--- src/rtl/evcap_pkg.sv ---
package evcap_pkg;

  typedef enum logic [1:0] {
    SEL_NONE = 2'd0,
    SEL_FRC  = 2'd1,
    SEL_UPC  = 2'd2
  } rd_sel_e;

  // Exact address match against the two mapped offsets; everything else is unmapped.
  function automatic rd_sel_e decode_addr(input logic [31:0] addr,
                                          input logic [31:0] frc_ofs,
                                          input logic [31:0] upc_ofs);
    rd_sel_e sel;
    if (addr == frc_ofs)      sel = SEL_FRC;
    else if (addr == upc_ofs) sel = SEL_UPC;
    else                      sel = SEL_NONE;
    return sel;
  endfunction

endpackage

--- src/rtl/evcap_snap.sv ---
module evcap_snap #(
  parameter int DATA_W = 32
) (
  input  logic              clk,
  input  logic              rst_n,
  input  logic              cap_evt,
  input  logic [DATA_W-1:0] frc_in,
  input  logic [DATA_W-1:0] upc_in,
  output logic [DATA_W-1:0] frc_q,
  output logic [DATA_W-1:0] upc_q
);

  always_ff @(posedge clk or negedge rst_n) begin
    if (!rst_n) begin
      frc_q <= '0;
      upc_q <= '0;
    end else if (cap_evt) begin
      frc_q <= frc_in;
      upc_q <= upc_in;
    end
  end

  AST_FRC_CAPTURE: assert property (@(posedge clk) disable iff (!rst_n)
    cap_evt |=> frc_q == $past(frc_in));
  AST_UPC_CAPTURE: assert property (@(posedge clk) disable iff (!rst_n)
    cap_evt |=> upc_q == $past(upc_in));
  AST_SNAP_READONLY: assert property (@(posedge clk) disable iff (!rst_n)
    !cap_evt |=> $stable(frc_q) && $stable(upc_q));

endmodule

--- src/rtl/evcap_shadow.sv ---
module evcap_shadow #(
  parameter int DATA_W = 32
) (
  input  logic              clk,
  input  logic              rst_n,
  input  logic              load,
  input  logic [DATA_W-1:0] upc_live,
  output logic [DATA_W-1:0] shadow_q
);

  // Loads the snapshot as it stood before any same-cycle capture.
  always_ff @(posedge clk or negedge rst_n) begin
    if (!rst_n)    shadow_q <= '0;
    else if (load) shadow_q <= upc_live;
  end

  AST_SHADOW_LOAD: assert property (@(posedge clk) disable iff (!rst_n)
    load |=> shadow_q == $past(upc_live));
  AST_SHADOW_KEEP: assert property (@(posedge clk) disable iff (!rst_n)
    !load |=> $stable(shadow_q));

endmodule

--- src/rtl/evcap_rdport.sv ---
module evcap_rdport
  import evcap_pkg::*;
#(
  parameter int          DATA_W  = 32,
  parameter int          ADDR_W  = 8,
  parameter logic [31:0] FRC_OFS = 32'h40,
  parameter logic [31:0] UPC_OFS = 32'h44
) (
  input  logic              clk,
  input  logic              rst_n,
  input  logic              rd_en,
  input  logic [ADDR_W-1:0] rd_addr,
  input  logic [DATA_W-1:0] frc_snap,
  input  logic [DATA_W-1:0] upc_shadow,
  output logic              shadow_load,
  output logic [DATA_W-1:0] rd_data
);

  localparam int PAD_W = 32 - ADDR_W;

  rd_sel_e              sel;
  logic [DATA_W-1:0]    mux_d;

  always_comb begin
    sel = decode_addr({{PAD_W{1'b0}}, rd_addr}, FRC_OFS, UPC_OFS);
    unique case (sel)
      SEL_FRC: mux_d = frc_snap;
      SEL_UPC: mux_d = upc_shadow;
      default: mux_d = '0;
    endcase
  end

  assign shadow_load = rd_en && (sel == SEL_FRC);

  always_ff @(posedge clk or negedge rst_n) begin
    if (!rst_n)     rd_data <= '0;
    else if (rd_en) rd_data <= mux_d;
  end

  AST_UNMAPPED_ZERO: assert property (@(posedge clk) disable iff (!rst_n)
    rd_en && sel == SEL_NONE |=> rd_data == '0);
  AST_RDATA_HOLD: assert property (@(posedge clk) disable iff (!rst_n)
    !rd_en |=> $stable(rd_data));
  AST_FRC_READ: assert property (@(posedge clk) disable iff (!rst_n)
    shadow_load |=> rd_data == $past(frc_snap));

endmodule

--- src/rtl/evcap_pair.sv ---
module evcap_pair #(
  parameter int          DATA_W  = 32,
  parameter int          ADDR_W  = 8,
  parameter logic [31:0] FRC_OFS = 32'h40,
  parameter logic [31:0] UPC_OFS = 32'h44
) (
  input  logic              clk,
  input  logic              rst_n,
  input  logic [DATA_W-1:0] frc_value,
  input  logic [DATA_W-1:0] upc_value,
  input  logic              cap_evt,
  input  logic              rd_en,
  input  logic [ADDR_W-1:0] rd_addr,
  output logic [DATA_W-1:0] rd_data
);

  logic [DATA_W-1:0] frc_snap;
  logic [DATA_W-1:0] upc_snap;
  logic [DATA_W-1:0] upc_shadow;
  logic              shadow_load;

  evcap_snap #(.DATA_W(DATA_W)) u_snap (
    .clk    (clk),
    .rst_n  (rst_n),
    .cap_evt(cap_evt),
    .frc_in (frc_value),
    .upc_in (upc_value),
    .frc_q  (frc_snap),
    .upc_q  (upc_snap)
  );

  evcap_shadow #(.DATA_W(DATA_W)) u_shadow (
    .clk     (clk),
    .rst_n   (rst_n),
    .load    (shadow_load),
    .upc_live(upc_snap),
    .shadow_q(upc_shadow)
  );

  evcap_rdport #(
    .DATA_W (DATA_W),
    .ADDR_W (ADDR_W),
    .FRC_OFS(FRC_OFS),
    .UPC_OFS(UPC_OFS)
  ) u_rdport (
    .clk        (clk),
    .rst_n      (rst_n),
    .rd_en      (rd_en),
    .rd_addr    (rd_addr),
    .frc_snap   (frc_snap),
    .upc_shadow (upc_shadow),
    .shadow_load(shadow_load),
    .rd_data    (rd_data)
  );

  // The shadow always pairs with the free-running value returned by the same read.
  AST_PAIR_COHERENT: assert property (@(posedge clk) disable iff (!rst_n)
    shadow_load |=> upc_shadow == $past(upc_snap) && rd_data == $past(frc_snap));
  AST_SAME_CYCLE_CAPTURE: assert property (@(posedge clk) disable iff (!rst_n)
    shadow_load && cap_evt |=> upc_shadow == $past(upc_snap) && upc_snap == $past(upc_value));

endmodule

--- config.mk ---
export PLATFORM = sky130hd
export DESIGN_NAME = evcap_pair
export DESIGN_NICKNAME = d
export VERILOG_FILES = /design/src/rtl/evcap_pkg.sv /design/src/rtl/evcap_snap.sv /design/src/rtl/evcap_shadow.sv /design/src/rtl/evcap_rdport.sv /design/src/rtl/evcap_pair.sv
export SDC_FILE = /design/constraint.sdc
export NUM_CORES = 1
export LEC_CHECK = 0
export ABC_AREA = 1
export BUFFER_PORTS_ARGS = -buffer_cell sky130_fd_sc_hd__buf_2
export CAP_MARGIN = 15
export CORE_ASPECT_RATIO = 1.5
export CORE_MARGIN = 4
export CORE_UTILIZATION = 62
export CTS_BUF_LIST = sky130_fd_sc_hd__clkbuf_2
export DETAILED_ROUTE_END_ITERATION = 8
export GPL_ROUTABILITY_DRIVEN = 0
export PLACE_DENSITY_LB_ADDON = 0.2
export SLEW_MARGIN = 10
export SYNTH_ARGS = -nofsm -noshare
export SYNTH_HDL_FRONTEND = slang
export SYNTH_SLANG_ARGS = --single-unit
export TNS_END_PERCENT = 50
--- constraint.sdc ---
create_clock -name clk -period 1.45 [get_ports clk]
set_clock_uncertainty 0.05 [all_clocks]
set_input_delay 0.2175 -clock clk [delete_from_list [all_inputs] [get_ports clk]]
set_output_delay 0.2175 -clock clk [all_outputs]
set_load 0.01 [all_outputs]
==> results.sh <==
export IMPL_drt_pass1_iterations=6
export IMPL_yosys_area_share_xor_xnor=0
export IMPL_whs_path_depth=6
export IMPL_cp_cell_sequence="buf_2"
export IMPL_syn_to_final_growth_pct=36.16
export IMPL_ys_ff_latch=128
export IMPL_fin_cells=875
export IMPL_die_h_um=125.7
export IMPL_yosysMostFrequentCell="nand2_1"
export IMPL_yosys_area_top_type_share=0.5590
export IMPL_p_int_mw=5.284
export IMPL_syn_area_per_cell_um2=10.73
export IMPL_grt_pass1_wl_um=23420
export IMPL_synth_edf_count=0
export IMPL_swShare=0.2602
export IMPL_num_rows=42
export IMPL_worst_path_largest_cell_delay_ns=0.43
export IMPL_worst_slack_ns=-0.08809
export IMPL_dp_cells=729
export IMPL_synth_mux_area_frac=0.1258
export IMPL_drt_initial_drc_count=411
export IMPL_cp_start_kind="flip-flop"
export IMPL_reg2reg_to="u_snap.frc_q[7]"
export IMPL_final_cell_area_mm2=0.007802
export IMPL_post_drt_wl_per_cell_um=16.89
export IMPL_clk_pin_slew_ns=0.19
export IMPL_grt_pass1_vias=4820
export IMPL_grt_max_degree=48
export IMPL_worst_path_max_fanout=2
export IMPL_finalSetupViolCount=32
export IMPL_timing_rr_start="u_snap.frc_q[7]"
export IMPL_dieArea_mm2=0.01088
export IMPL_synth_ff_type="dfrtp_1"
export IMPL_crit_type="flip-flop to primary output"
export IMPL_netlist_instances=534
export IMPL_seq_area_frac_synth=0.5590
export IMPL_slowest_stage="dfrtp_1"
export IMPL_tightest_slew_ns=0.8087
export IMPL_place_area_mm2=0.006400
export IMPL_yosys_area_share_simple=0.2406
export IMPL_async_flop_share=1.000
export IMPL_violations="setup timing"
export IMPL_cts_buffers=17
export IMPL_p_leak_nw=4.033
export IMPL_die_w_um=86.50
export IMPL_synth_cell_type_count=16
export IMPL_grt_util_met1=0.3580
export IMPL_fin_crit_sh=1.061
export IMPL_n_fill_cell=423
export IMPL_port_buffers=107
export IMPL_synthTopCellsByArea="dfrtp_1 56%, mux2_2 13%, nand2_1 8.7%"
export IMPL_use_met3=0.07647
export IMPL_r2r_slack_ns=0.03
export IMPL_clock_power_share=0.320
export IMPL_crit_family="flip-flops"
export IMPL_syn_area_mm2=0.005730
export IMPL_initial_utilization=0.6415
export IMPL_combPwrFrac=0.128
export IMPL_hp_class="input pin to flip-flop"
export IMPL_vias=4789
export IMPL_wirelength_um=14780
export IMPL_worst_hold_slack_ns=0.08300
export IMPL_final_min_clock_period_ns=1.538
export IMPL_hold_start="rd_addr[2]"
export IMPL_cts_htree_levels=4
export IMPL_status="complete, but fails checks"
export IMPL_cts_tree="built"
export IMPL_ant_nets=0
export IMPL_reg2regPathDepth=2
export IMPL_hold_violations=0
export IMPL_synth_top_family_by_area="simple AND/OR/NAND/NOR gates"
export IMPL_maxSlewHeadroom=0.4609
export IMPL_required_ns=1.18
export IMPL_viasPerCell=5.473
export IMPL_powerDensity_mw_per_mm2=915.4
export IMPL_grtUsageTotal=0.2745
export IMPL_dp_hpwl_um=7968
export IMPL_busiest_layer="met2"
export IMPL_cts_root_buf="clkbuf_2"
export IMPL_max_freq_ghz=0.6502
export IMPL_synth_commonest_cells="133 x nand2_1, 128 x dfrtp_1, 88 x nand3_1, 64 x mux2_2, 40 x nand3_2"
export IMPL_rsz0062_at_grt="yes"
export IMPL_grt_overflow=0
export IMPL_pin_count=108
export IMPL_nNetsFinal=826
export IMPL_cp_arrival_ns=1.27
export IMPL_tns_ns=-1.823
export IMPL_ys_warn_count=0
export IMPL_ff_latch_area_mm2=0.003203
export IMPL_grt_met2_usage=0.4351
export IMPL_synth_compound_area_share=0
export IMPL_critPathCaptureType="primary output"
export IMPL_multi_input_area_mm2=0.002100
export IMPL_yosysTopAreaCell="dfrtp_1"
export IMPL_min_to="u_rdport.rd_data[23]"
export IMPL_drc=0
export IMPL_max_cap_violations=0
export IMPL_fp_coreArea_mm2=0.008934
export IMPL_clockBufferDepth=2
export IMPL_vdd_drop_max_mv=0.7733
export IMPL_insertion_delay_ns=0.68
export IMPL_drive_above_1_share=0.3591
export IMPL_synth_fa_ha_area_frac=0
export IMPL_crit_buf_inv=1
export IMPL_antenna_found_initial=2
export IMPL_synth_fp_nets=610
export IMPL_cts_sinks=128
export IMPL_power_share_sequential=0.553
export IMPL_power_switching_mw=1.858
export IMPL_slew_viol_final=0
[registers in the layout, indices dropped and copies added, names as in the netlist]
register           flops
u_rdport.rd_data      32
u_snap.frc_q          32
u_shadow.shadow_q     32
u_snap.upc_q          32
[tightest hold or removal path, stage by stage]
cell     delay (ns)
buf_2          0.12
nand2_1        0.08
nor2_2         0.06
buf_12         0.16
nand3_1        0.09
nand3_1        0.07
[worst max-delay path by stage]
| stage | start | endpoint | slack [ns] | depth (start not counted) |
|---|---|---|---|---|
| 6_report | u_rdport.rd_data[6] | rd_data[6] | -0.09 | 1 |
| 5_1_grt | u_rdport.rd_data[6] | rd_data[6] | -0.18 | 1 |
| 4_1_cts | u_rdport.rd_data[1] | rd_data[1] | -0.14 | 1 |
| 3_5_place_dp | rd_addr[7] | u_rdport.rd_data[22] | 0.14 | 7 |
| 3_3_place_gp | rd_addr[7] | u_rdport.rd_data[21] | 0.15 | 7 |
| 2_1_floorplan | cap_evt | u_snap.frc_q[10] | 0.37 | 3 |
[layer usage]
metal  up-vias  wire length (µm)
met5         -                 0
met4         0               430
met3        41               944
met2       226              7623
met1      2329              5780
li1       2193                 -
[power by group through the flow]
stage                     Combinational, mW  Clock [mW]  Sequential, mW
after floorplan                       0.367           0            3.96
after global placement                0.602           0            4.00
after detailed placement              0.627           0            4.00
after CTS                             0.881        2.31            3.94
after global routing                  0.992        2.49            3.97
final                                 0.913        2.28            3.95
[per-stage QoR]
stage,util,worst slack [ns],power (mW)
2_1_floorplan,-,0.3746,4.331
3_3_place_gp,0.7164,0.1487,4.597
3_5_place_dp,0.7164,0.1377,4.632
4_1_cts,0.8549,-0.1445,7.133
5_1_grt,0.8734,-0.1848,7.456
6_report,0.8734,-0.08809,7.142
[layout by cell type, fill, tap and decap left out]
cell            netlist  routed
clkbuf_2              0      17
nor2_1                1       1
inv_6                 0       1
buf_6                 6       8
inv_1                38      38
clkinvlp_4            0       4
dlymetal6s4s_1        0       2
inv_2                 1       1
dlygate4sd3_1         0      97
nand3_2              40      40
clkinv_2              0       3
nand3_1              88      88
nand2_2               1       1
clkinv_4              0       2
bufinv_16             0       3
buf_4                 9      16
nor2_4                2       2
buf_2                15      98
nand2_1             133     133
clkinv_1              0       2
mux2_2               64      64
diode_2               0       2
dfrtp_1             128     128
buf_12                0      13
nor2_2                1       1
[kinds of logic after synthesis]
logic type	after synthesis
simple gates	266
flops	128
buf+inv	76
mux	64
[area by class of cell]
type | instances | share of cell area
Antenna cell | 2 | 0.0006414
Clock buffer | 17 | 0.01090
Clock inverter | 15 | 0.02165
Inverter | 39 | 0.01876
Multi-Input combinational cell | 330 | 0.2691
Sequential cell | 128 | 0.4105
Tap cell | 110 | 0.01764
Timing Repair Buffer | 234 | 0.2508
[repair_timing]
item,in CTS,in global routing
endpoints found under the setup margin,32,46
hold endpoints to repair,198,40
hold buffers,96,3
setup buffers,3,10
gates resized for setup,0,10
pin swaps,0,0
(Power assumes the default switching activity.)
